`config.mk`:
```
export PLATFORM = sky130hd
export DESIGN_NAME = pport_fifo_svc
export DESIGN_NICKNAME = d
export VERILOG_FILES = /design/src/rtl/pps_pkg.sv /design/src/rtl/pps_fifo.sv /design/src/rtl/pps_ctrl.sv /design/src/rtl/pps_svc.sv /design/src/rtl/pport_fifo_svc.sv
export SDC_FILE = /design/constraint.sdc
export NUM_CORES = 1
export LEC_CHECK = 0
export ABC_AREA = 1
export BUFFER_PORTS_ARGS = -buffer_cell sky130_fd_sc_hd__clkbuf_2
export CAP_MARGIN = 25
export CORE_ASPECT_RATIO = 1.75
export CORE_UTILIZATION = 50
export CTS_CLUSTER_DIAMETER = 30
export DETAILED_ROUTE_END_ITERATION = 7
export PLACE_DENSITY = 0.69
export SKIP_LAST_GASP = 1
export SLEW_MARGIN = 20
export SYNTH_ARGS = -nofsm -noshare
export SYNTH_HDL_FRONTEND = slang
export SYNTH_SLANG_ARGS = --single-unit
export TNS_END_PERCENT = 10
```
`constraint.sdc`:
```
create_clock -name clk -period 5.95 [get_ports clk]
set_input_delay 0.595 -clock clk [delete_from_list [all_inputs] [get_ports clk]]
set_output_delay 0.595 -clock clk [all_outputs]
set_load 0.01 [all_outputs]
```
`src/rtl/pps_pkg.sv`:
```
// Shared definitions for the parallel port FIFO service controller.
// Assumes a two-bit host register select.
package pps_pkg;

    // Host register selects
    localparam logic [1:0] SEL_DATA = 2'd0;
    localparam logic [1:0] SEL_CTRL = 2'd1;
    localparam logic [1:0] SEL_FLAG = 2'd2;

    // Mode codes held in control bits 7:5
    typedef enum logic [2:0] {
        MODE_PIO_STD  = 3'b000,
        MODE_PIO_NIB  = 3'b001,
        MODE_DMA_STD  = 3'b010,
        MODE_DMA_EXT  = 3'b011,
        MODE_PIO_EPAR = 3'b100,
        MODE_RSVD     = 3'b101,
        MODE_TEST     = 3'b110,
        MODE_CONFIG   = 3'b111
    } pps_mode_e;

endpackage

```
`src/rtl/pps_fifo.sv`:
```
// Byte FIFO with occupancy count, a synchronous flush, and pulses that report
// each dropped push (when full) and dropped pop (when empty).
// Assumes DEPTH is a power of two so the pointers wrap naturally.
module pps_fifo #(
    parameter int WIDTH = 8,
    parameter int DEPTH = 16,
    localparam int AW = $clog2(DEPTH),
    localparam int CW = $clog2(DEPTH + 1)
) (
    input  logic             clk,
    input  logic             rst_n,
    input  logic             push,
    input  logic [WIDTH-1:0] wdata,
    input  logic             pop,
    input  logic             flush,
    output logic [WIDTH-1:0] rdata,
    output logic [CW-1:0]    count,
    output logic             empty,
    output logic             full,
    output logic             push_drop,
    output logic             pop_drop
);

    logic [WIDTH-1:0] mem [DEPTH];
    logic [AW-1:0]    wr_ptr;
    logic [AW-1:0]    rd_ptr;
    logic             push_ok;
    logic             pop_ok;

    // Status and accept decisions from the present occupancy
    always_comb begin
        empty     = (count == '0);
        full      = (count == CW'(DEPTH));
        push_ok   = push && !full && !flush;
        pop_ok    = pop && !empty && !flush;
        push_drop = push && full && !flush;
        pop_drop  = pop && empty && !flush;
        rdata     = mem[rd_ptr];
    end

    // Storage write, no reset needed
    always_ff @(posedge clk) begin
        if (push_ok) begin
            mem[wr_ptr] <= wdata;
        end
    end

    // Pointer and count update
    always_ff @(posedge clk) begin
        if (!rst_n || flush) begin
            wr_ptr <= '0;
            rd_ptr <= '0;
            count  <= '0;
        end else begin
            if (push_ok) begin
                wr_ptr <= wr_ptr + 1'b1;
            end
            if (pop_ok) begin
                rd_ptr <= rd_ptr + 1'b1;
            end
            if (push_ok && !pop_ok) begin
                count <= count + 1'b1;
            end else if (pop_ok && !push_ok) begin
                count <= count - 1'b1;
            end
        end
    end

    AST_FULL_PUSH_HOLDS: assert property (@(posedge clk) disable iff (!rst_n)
        (full && push && !pop && !flush) |=> $stable(count));

    AST_EMPTY_POP_HOLDS: assert property (@(posedge clk) disable iff (!rst_n)
        (empty && pop && !push && !flush) |=> (count == '0));

endmodule

```
`src/rtl/pps_ctrl.sv`:
```
// Writable fields of the control register, the rule that rejects writes,
// the mode-change flush, and the sticky error flags that clear on read.
// Assumes at most one control write per cycle.
module pps_ctrl
    import pps_pkg::*;
(
    input  logic       clk,
    input  logic       rst_n,
    input  logic       wr_ctrl,
    input  logic [7:0] wdata,
    input  logic       rd_flag,
    input  logic       push_drop,
    input  logic       pop_drop,
    output pps_mode_e  mode,
    output logic       err_mask,
    output logic       dma_en,
    output logic       arm,
    output logic       flush,
    output logic [2:0] flags
);

    logic accept;
    logic reject;
    logic ovf_q, udf_q, rej_q;

    // Accept only writes whose read-only bits are zero
    always_comb begin
        accept = wr_ctrl && (wdata[2:0] == 3'b000);
        reject = wr_ctrl && (wdata[2:0] != 3'b000);
        arm    = accept;
        flush  = accept && (pps_mode_e'(wdata[7:5]) != mode);
        flags  = {rej_q, udf_q, ovf_q};
    end

    // Writable fields
    always_ff @(posedge clk) begin
        if (!rst_n) begin
            mode     <= MODE_PIO_STD;
            err_mask <= 1'b0;
            dma_en   <= 1'b0;
        end else if (accept) begin
            mode     <= pps_mode_e'(wdata[7:5]);
            err_mask <= wdata[4];
            dma_en   <= wdata[3];
        end
    end

    // Sticky flags: a new event wins over a clearing read
    always_ff @(posedge clk) begin
        if (!rst_n) begin
            ovf_q <= 1'b0;
            udf_q <= 1'b0;
            rej_q <= 1'b0;
        end else begin
            ovf_q <= push_drop || (ovf_q && !rd_flag);
            udf_q <= pop_drop  || (udf_q && !rd_flag);
            rej_q <= reject    || (rej_q && !rd_flag);
        end
    end

    AST_REJECT_KEEPS: assert property (@(posedge clk) disable iff (!rst_n)
        reject |=> ($stable(mode) && $stable(err_mask) && $stable(dma_en)));

endmodule

```
`src/rtl/pps_svc.sv`:
```
// Service bit and interrupt, DMA request and masked error interrupt.
// Assumes count is the registered FIFO occupancy and dma_tc is one cycle wide.
module pps_svc #(
    parameter int DEPTH  = 16,
    parameter int THRESH = 8,
    localparam int CW = $clog2(DEPTH + 1)
) (
    input  logic          clk,
    input  logic          rst_n,
    input  logic          arm,
    input  logic          dma_en,
    input  logic          dir_rev,
    input  logic [CW-1:0] count,
    input  logic          empty,
    input  logic          full,
    input  logic          dma_tc,
    input  logic          err_mask,
    input  logic          nerr_n,
    output logic          svc_bit,
    output logic          svc_irq,
    output logic          dma_req,
    output logic          err_irq
);

    logic fwd_evt;
    logic rev_evt;
    logic evt;

    // Qualifying service event for the present mode and direction
    always_comb begin
        fwd_evt = (CW'(DEPTH) - count) >= CW'(THRESH);
        rev_evt = count >= CW'(THRESH);
        evt     = dma_en ? dma_tc : (dir_rev ? rev_evt : fwd_evt);
        dma_req = dma_en && !svc_bit && (dir_rev ? !empty : !full);
    end

    // Arm on write, latch and pulse on the first event
    always_ff @(posedge clk) begin
        if (!rst_n) begin
            svc_bit <= 1'b1;
            svc_irq <= 1'b0;
        end else if (arm) begin
            svc_bit <= 1'b0;
            svc_irq <= 1'b0;
        end else if (!svc_bit && evt) begin
            svc_bit <= 1'b1;
            svc_irq <= 1'b1;
        end else begin
            svc_irq <= 1'b0;
        end
    end

    // Registered, masked error interrupt
    always_ff @(posedge clk) begin
        if (!rst_n) begin
            err_irq <= 1'b0;
        end else begin
            err_irq <= !nerr_n && !err_mask;
        end
    end

    AST_SVC_LATCHES: assert property (@(posedge clk) disable iff (!rst_n)
        (!svc_bit && evt && !arm) |=> (svc_bit && svc_irq));

    AST_IRQ_ONE_CYCLE: assert property (@(posedge clk) disable iff (!rst_n)
        svc_irq |=> !svc_irq);

    AST_IRQ_NEEDS_ARMED: assert property (@(posedge clk) disable iff (!rst_n)
        svc_bit |=> !svc_irq);

endmodule

```
`src/rtl/pport_fifo_svc.sv`:
```
// Top of the parallel port FIFO service controller. Routes host and
// peripheral strobes to the FIFO by direction and assembles host read data.
// Assumes the host never writes and reads in the same cycle.
module pport_fifo_svc
    import pps_pkg::*;
#(
    parameter int WIDTH  = 8,
    parameter int DEPTH  = 16,
    parameter int THRESH = 8,
    localparam int CW = $clog2(DEPTH + 1)
) (
    input  logic             clk,
    input  logic             rst_n,
    input  logic [1:0]       bus_addr,
    input  logic             bus_wr,
    input  logic             bus_rd,
    input  logic [7:0]       bus_wdata,
    output logic [7:0]       bus_rdata,
    input  logic             dir_rev,
    input  logic             periph_push,
    input  logic [WIDTH-1:0] periph_wdata,
    input  logic             periph_pop,
    output logic [WIDTH-1:0] periph_rdata,
    input  logic             dma_tc,
    output logic             dma_req,
    input  logic             nerr_n,
    output logic             svc_irq,
    output logic             err_irq
);

    logic             f_push, f_pop, f_flush;
    logic [WIDTH-1:0] f_wdata, f_rdata;
    logic [CW-1:0]    f_count;
    logic             f_empty, f_full, f_push_drop, f_pop_drop;
    pps_mode_e        mode;
    logic             err_mask, dma_en, arm, svc_bit;
    logic [2:0]       flags;
    logic             wr_ctrl, rd_flag, wr_data, rd_data;

    // Strobe decode and direction routing
    always_comb begin
        wr_ctrl = bus_wr && (bus_addr == SEL_CTRL);
        wr_data = bus_wr && (bus_addr == SEL_DATA);
        rd_data = bus_rd && (bus_addr == SEL_DATA);
        rd_flag = bus_rd && (bus_addr == SEL_FLAG);
        f_push  = dir_rev ? periph_push : wr_data;
        f_wdata = dir_rev ? periph_wdata : WIDTH'(bus_wdata);
        f_pop   = dir_rev ? rd_data : periph_pop;
        periph_rdata = f_rdata;
    end

    // Host read data
    always_comb begin
        case (bus_addr)
            SEL_DATA: bus_rdata = 8'(f_rdata);
            SEL_CTRL: bus_rdata = {mode, err_mask, dma_en, svc_bit, f_full, f_empty};
            SEL_FLAG: bus_rdata = {5'b0, flags};
            default:  bus_rdata = 8'h00;
        endcase
    end

    pps_fifo #(.WIDTH(WIDTH), .DEPTH(DEPTH)) u_fifo (
        .clk(clk), .rst_n(rst_n),
        .push(f_push), .wdata(f_wdata), .pop(f_pop), .flush(f_flush),
        .rdata(f_rdata), .count(f_count), .empty(f_empty), .full(f_full),
        .push_drop(f_push_drop), .pop_drop(f_pop_drop)
    );

    pps_ctrl u_ctrl (
        .clk(clk), .rst_n(rst_n),
        .wr_ctrl(wr_ctrl), .wdata(bus_wdata), .rd_flag(rd_flag),
        .push_drop(f_push_drop), .pop_drop(f_pop_drop),
        .mode(mode), .err_mask(err_mask), .dma_en(dma_en),
        .arm(arm), .flush(f_flush), .flags(flags)
    );

    pps_svc #(.DEPTH(DEPTH), .THRESH(THRESH)) u_svc (
        .clk(clk), .rst_n(rst_n),
        .arm(arm), .dma_en(dma_en), .dir_rev(dir_rev), .count(f_count),
        .empty(f_empty), .full(f_full), .dma_tc(dma_tc),
        .err_mask(err_mask), .nerr_n(nerr_n),
        .svc_bit(svc_bit), .svc_irq(svc_irq), .dma_req(dma_req), .err_irq(err_irq)
    );

endmodule

```
---- Word-level counts from Yosys, hierarchy flattened ----
Memory sizes are Yosys's and may differ from the RTL's. A register that Yosys moved wholly into a read port is not among the register bits.
Cells that the tools add are included.
cells by class
  equality and inequality tests ........... 4
  bitwise gates (word level) .............. 1
  multiplexer cells ....................... 16
  $lt $le $gt $ge ......................... 2
  reduce and logical (&&, ||, !) cells .... 45
  add/subtract/negate cells ............... 5
operator list
  kind                                                  count
  logical AND 1 bit                                     24
  one-hot mux 8 bit (3 select lines)                    1
  >= comparator 5 x 4 -> 1 bit (second input constant)  2
  zero test 1 bit                                       10
  two-way mux 1 bit                                     10
  two-way mux 5 bit                                     2
  adder 4 x 1 -> 4 bit (second input constant)          2
  two-way mux 4 bit                                     2
  two-way mux 8 bit                                     1
  adder 5 x 1 -> 5 bit (second input constant)          1
  equality test 5 bit (second input constant)           1
  zero test 5 bit                                       1
  subtractor 5 x 1 -> 5 bit (second input constant)     1
  subtractor 5 bit (first input constant)               1
  logical OR 1 bit                                      4
  nonzero test 2 bit                                    2
  zero test 3 bit                                       1
  inequality test 3 bit                                 1
  nonzero test 3 bit                                    1
  equality test 2 x 1 -> 1 bit (second input constant)  1
  equality test 2 bit (second input constant)           1
  zero test 2 bit                                       1
  OR reduction 2 bit                                    1
  inverter 1 bit                                        1
storage, ports and cells
  output and inout bits ................... 19
  register bits ........................... 24
  bits in writable memories ............... 128
  memories ................................ 1
memory list
  memory      depth  width  rd ports  clocked after memory_dff  wr ports  line            text
  u_fifo.mem  16     8      1         1                         1         pps_fifo.sv:24  logic [WIDTH-1:0] mem [DEPTH];

---- Depth between registers and ports, before layout ----
  depth in word-level cells ............... 10
  depth in mapped cells ................... 19

---- Hierarchy ----
From an unflattened synthesis, not the netlist that was laid out.
unflattened totals
  cells, all modules ...................... 827
  area total of the unflattened synthesis .. 7,399.6 um2
modules (own cells, without submodules)
  module          cells an instance  area each (um2)  seq. area each (um2)  instances
  pps_fifo        665                6,501.2          4,184.0               1
  pps_ctrl        70                 446.7            160.2                 1
  pport_fifo_svc  65                 286.5            0.0                   1
  pps_svc         27                 165.2            60.1                  1

---- Least setup slack after synthesis ----
Ideal clock, no wire load.
  kind .................................... in2reg
  from .................................... input port dir_rev
  to ...................................... register u_fifo.count[4]
  setup time .............................. 115 ps
  required time ........................... 5,835 ps
  arrival time ............................ 2,433 ps
  path buffers ............................ 1
  setup slack ............................. 3,402 ps
  cell stages on the path ................. 18
  path through ............................ buf_2 > inv_1 > nand3_1 > nand2_1 > nand2_1 > clkinv_2 > nand2_4 > inv_1 > ha_1 > inv_1 > ha_1 > nand2_1 > a21boi_0 > nor2_1 > nand2_1 > nand2_1 > nand2_1 > a21oi_2
on the way
  word-level cells in the longest chain between the ends .. 6
  elaborated cells between the ends (all ways) .. 12
  classes of those cells .................. 3 x mux; 9 x reduce/logical
RTL lines
  element                                                         line                                        text
  start, declared                                                 pport_fifo_svc.sv:19                        input logic dir_rev,
  two-way mux 1 bit, on equally long branches                     pport_fifo_svc.sv:48, pport_fifo_svc.sv:46
  logical AND 1 bit, on equally long branches (2 in series)       pps_fifo.sv:35, pps_fifo.sv:34
  zero test 1 bit, on equally long branches                       pps_fifo.sv:61, pps_fifo.sv:63
  logical AND 1 bit, on equally long branches                     pps_fifo.sv:61, pps_fifo.sv:63
  two-way mux 5 bit / nonzero test 2 bit (equally long branches)  --
  end signal, assigned                                            pps_fifo.sv:62                              count <= count + 1'b1;
  end signal, assigned                                            pps_fifo.sv:64                              count <= count - 1'b1;
  end, declared                                                   pps_fifo.sv:17                              output logic [CW-1:0] count,
Parallel ways exist; a longest one is shown, timed or not.
A chain may end at the register's enable or synchronous reset.

==> impl_metrics.xml <==
<?xml version="1.0" encoding="UTF-8"?>
<metrics>
  <group name="outcome">
    <metric name="outcome" unit="">finished clean</metric>
  </group>
  <group name="min_path">
    <metric name="holdPathStages" unit="">2</metric>
    <metric name="hold_start" unit="">nerr_n</metric>
    <metric name="min_delay_worst_endpoint" unit="">u_svc.err_irq</metric>
    <metric name="hold_path_class" unit="">in2reg</metric>
  </group>
  <group name="sta">
    <metric name="timing.setup.tns" unit="ns">0</metric>
    <metric name="timing.final.crit_share" unit="%">66.17</metric>
    <metric name="holdWs" unit="ns">0.3238</metric>
    <metric name="final_setup_skew" unit="ns">0.01104</metric>
    <metric name="grt_setup_unrepaired" unit="">false</metric>
    <metric name="final.setup.worst_slack" unit="ns">2.013</metric>
    <metric name="achievable-frequency" unit="GHz">0.2540</metric>
    <metric name="timing_max_transition_violations_final" unit="">0</metric>
    <metric name="min_period" unit="ns">3.937</metric>
    <metric name="timing.final.setup_violations" unit="">0</metric>
    <metric name="finalHoldViolCount" unit="">0</metric>
    <metric name="slew_headroom" unit="%">37.81</metric>
    <metric name="tightestPinTransition" unit="ns">0.9318</metric>
  </group>
  <group name="layout">
    <metric name="finalInstanceArea" unit="um^2">8272</metric>
    <metric name="regArea" unit="um^2">4405</metric>
    <metric name="antenna-diode-count" unit="">0</metric>
    <metric name="layout.cells.most_common" unit="">sky130_fd_sc_hd__nand2_1</metric>
    <metric name="nFillCells" unit="">1170</metric>
    <metric name="multi_input_logic_area" unit="um^2">2326</metric>
    <metric name="layout.nets" unit="">861</metric>
    <metric name="layout-drive-gt1-share" unit="%">14.73</metric>
    <metric name="area_delta_synth_final" unit="%">14.32</metric>
    <metric name="most-common-layout-cells" unit="">sky130_fd_sc_hd__nand2_1, sky130_fd_sc_hd__edfxtp_1, sky130_fd_sc_hd__inv_1, sky130_fd_sc_hd__nand3_1, sky130_fd_sc_hd__clkbuf_2</metric>
  </group>
  <group name="synth">
    <metric name="synth_enable_flop_cells" unit="">128</metric>
    <metric name="synth-seq-cells" unit="">156</metric>
    <metric name="synth.cell_area" unit="um^2">7236</metric>
    <metric name="synth_top_flop_cell" unit="">sky130_fd_sc_hd__edfxtp_1</metric>
    <metric name="ys_warn_count" unit="">0</metric>
    <metric name="synthAdderAreaFrac" unit="%">2.179</metric>
    <metric name="synthMuxAreaShare" unit="%">0</metric>
    <metric name="xor_xnor_fraction_of_synth_area" unit="%">0.9684</metric>
    <metric name="synth_top_family_by_area" unit="">simple AND/OR/NAND/NOR gates</metric>
    <metric name="synthesis.instances" unit="">774</metric>
    <metric name="syn-mean-instance-area" unit="um^2">9.348</metric>
    <metric name="post_synth_num_cell_types" unit="">33</metric>
    <metric name="syn-num-nets" unit="">813</metric>
    <metric name="post_synth_and_or_nand_nor_area_fraction" unit="%">25.02</metric>
    <metric name="async_flop_share" unit="%">0</metric>
    <metric name="synth_compound_area_share" unit="%">3.285</metric>
    <metric name="synth-seq-area-share" unit="%">60.87</metric>
  </group>
  <group name="clock_tree">
    <metric name="cts.reportedPaths.clkPinSlew" unit="ns">0.06</metric>
    <metric name="maximum_count_of_clock_buffers_along_a_single_path" unit="">2</metric>
    <metric name="postCtsSetupBuffers" unit="">0</metric>
    <metric name="clkLatencyLatePin" unit="ns">0.42</metric>
    <metric name="cts_hold_buffers" unit="">0</metric>
    <metric name="postCtsResizedCells" unit="">0</metric>
    <metric name="root_buffer" unit="">sky130_fd_sc_hd__clkbuf_16</metric>
    <metric name="clock_tree.htree_level_count" unit="">4</metric>
    <metric name="cts_num_sinks" unit="">156</metric>
    <metric name="cts_tree" unit="">yes</metric>
    <metric name="cts_made_buffers" unit="">17</metric>
  </group>
  <group name="floorplan">
    <metric name="floorplan.die_area" unit="um^2">14980</metric>
    <metric name="start_util" unit="%">51.76</metric>
    <metric name="design.portCount" unit="">46</metric>
    <metric name="floorplan.die.height" unit="um">161.1</metric>
    <metric name="core-area" unit="um^2">13980</metric>
    <metric name="fp.dieW" unit="um">92.94</metric>
    <metric name="number_of_rows_created_at_floorplan" unit="">57</metric>
  </group>
  <group name="route">
    <metric name="drt-wirelength-per-cell" unit="um">16.94</metric>
    <metric name="wl" unit="um">17140</metric>
    <metric name="detail_route.drc_violations" unit="">0</metric>
    <metric name="topRoutingLayerUsed" unit="">met4</metric>
    <metric name="drt-vias-per-instance" unit="">5.257</metric>
    <metric name="met3_routed_wirelength" unit="um">728</metric>
    <metric name="drt-met1-wl" unit="um">5997</metric>
    <metric name="drtPass1Iterations" unit="">7</metric>
    <metric name="drt.antenna.violating_nets" unit="">0</metric>
    <metric name="detail_route.iter0.violations" unit="">457</metric>
    <metric name="detailroute.wirelength.met2" unit="um">9708</metric>
    <metric name="vias" unit="">5320</metric>
  </group>
  <group name="critical_path">
    <metric name="worst_path_dominant_cell_family" unit="">buffers and inverters</metric>
    <metric name="r2r_cells" unit="">19</metric>
    <metric name="regToRegEndpoint" unit="">u_fifo.count[4]</metric>
    <metric name="critPathMaxFanout" unit="">65</metric>
    <metric name="timing.critical_path.cells" unit="">buf_4, clkinv_2, nand2_1, nand2_1, nand2_1, nand3_1, nand3_1, nand2_1, nand2_1, nand2_1, clkbuf_2</metric>
    <metric name="rrSetupSlack" unit="ns">3.04</metric>
    <metric name="worstSetupPathType" unit="">reg2out</metric>
    <metric name="end_kind" unit="">primary output</metric>
    <metric name="timing.critical_path.mode_cell" unit="">sky130_fd_sc_hd__nand2_1</metric>
    <metric name="max_stage_delay" unit="ns">0.94</metric>
    <metric name="crit-reg2reg-launch" unit="">u_fifo.count[0]</metric>
    <metric name="timing.critical_path.slowest_stage_cell" unit="">sky130_fd_sc_hd__clkinv_2</metric>
    <metric name="worstPathArrival" unit="ns">3.34</metric>
    <metric name="path_buf_inv" unit="">3</metric>
    <metric name="worst_ep_required_time" unit="ns">5.36</metric>
    <metric name="worstSetupStartpointType" unit="">flop</metric>
  </group>
  <group name="power_and_ir_drop">
    <metric name="static_leakage" unit="nW">3.579</metric>
    <metric name="power" unit="W">0.002976</metric>
    <metric name="p_per_area" unit="nW/um^2">359.8</metric>
    <metric name="worst_ir_drop_vdd" unit="mV">0.2814</metric>
  </group>
  <group name="placed_design">
    <metric name="finalWeightedCongestion" unit="">0.9537</metric>
    <metric name="dp.final_hpwl" unit="um">11750</metric>
    <metric name="place_ws" unit="ns">2.830</metric>
    <metric name="buffer_ports.inserted" unit="">45</metric>
    <metric name="post_dp_cell_area" unit="um^2">7685</metric>
  </group>
  <group name="global_routing">
    <metric name="number_of_global_route_vias_before_repair" unit="">5357</metric>
    <metric name="antenna_found_initial" unit="">0</metric>
    <metric name="grt_util_all_layers" unit="%">24.19</metric>
    <metric name="grt_start_max_net_pins" unit="">66</metric>
    <metric name="wire_length_of_the_first_global_routing_pass" unit="um">26540</metric>
    <metric name="overflow_left_after_global_routing" unit="">0</metric>
  </group>
  <group name="job">
    <metric name="max_cap_violations" unit="">0</metric>
  </group>
</metrics>
state kept, by name, indices dropped and copies added, names as in the netlist, named ones only:
register and flops:
u_fifo.mem 128, u_fifo.count 5, u_fifo.rd_ptr 4, u_fifo.wr_ptr 4, u_ctrl.mode 3, u_ctrl.dma_en 1, u_ctrl.err_mask 1, u_ctrl.ovf_q 1
u_ctrl.rej_q 1, u_ctrl.udf_q 1, u_svc.err_irq 1, u_svc.svc_bit 1, u_svc.svc_irq 1
report_power, final:
group | internal, W | leakage [nW] | total (W) | switching [W]
clock network | 0.000604 | 0.283 | 0.00102 | 0.000419
registers | 0.00123 | 1.39 | 0.00126 | 0.0000301
logic | 0.000226 | 1.91 | 0.000694 | 0.000468
total | 0.00206 | 3.58 | 0.00298 | 0.000917
cell type report:
| type | instances | area share, % |
|---|---|---|
| clock inverters | 8 | 0.6353 |
| repair buffers | 59 | 4.235 |
| inverters | 106 | 4.871 |
| well taps | 177 | 2.677 |
| flip-flops and latches | 156 | 53.26 |
| clock buffers | 24 | 6.202 |
| multi-input cells | 482 | 28.12 |
worst max-delay path by stage:
| stage | slack (ns) | cells past startpoint | to |
|---|---|---|---|
| 6_report | 2.01 | 11 | bus_rdata[7] |
| 5_1_grt | 1.74 | 11 | bus_rdata[3] |
| 4_1_cts | 2.40 | 10 | bus_rdata[7] |
| 3_5_place_dp | 2.83 | 18 | u_fifo.count[4] |
| 3_3_place_gp | 2.85 | 10 | bus_rdata[5] |
| 2_1_floorplan | 3.40 | 18 | u_fifo.count[4] |
metrics by stage:
step | util [%] | std cells
floorplan | - | 774
global placement | 54.57 | 979
detailed placement | 54.98 | 980
CTS | 59.02 | 1012
global route | 59.17 | 1012
finish | 59.17 | 1012
metal layers:
layer  up-vias  track usage (%)
li1       2603                -
met1      2495            23.83
met2       176            46.29
met3        46            3.814
met4         0            13.85
met5         -                0
worst reg2reg max path: cells and delay by family, from the launching register on:
family | cells | cell delay (ns)
AOI/OAI and AO/OA | 2 | 0.27
adders and majority gates | 3 | 0.65
buffers and inverters | 5 | 0.58
and+or+nand+nor | 9 | 0.95
DFF | 1 | 0.36
logic make-up after synthesis:
logic type                 after synthesis
AOI/OAI and AO/OA                       38
buffers and inverters                  136
xor gates and xnor gates                 8
adders and majority gates               12
and+or+nand+nor                        424
DFF                                    156
cell usage after synthesis, drive strengths merged, types with 3 or more instances:
cell type | n | share of area, %
edfxtp | 128 | 53
buf | 15 | 1.3
o211ai | 3 | 0.31
ha | 11 | 1.9
nor3 | 17 | 1.2
nor2 | 16 | 1.2
inv | 105 | 5.5
xnor2 | 3 | 0.36
dfxtp | 28 | 7.7
xor2 | 5 | 0.61
clkbuf | 15 | 0.78
o21ai | 15 | 1.0
a21oi | 17 | 1.6
nand3 | 102 | 7.1
nand2 | 286 | 15
No activity file was read; power rests on OpenSTA's default activity.
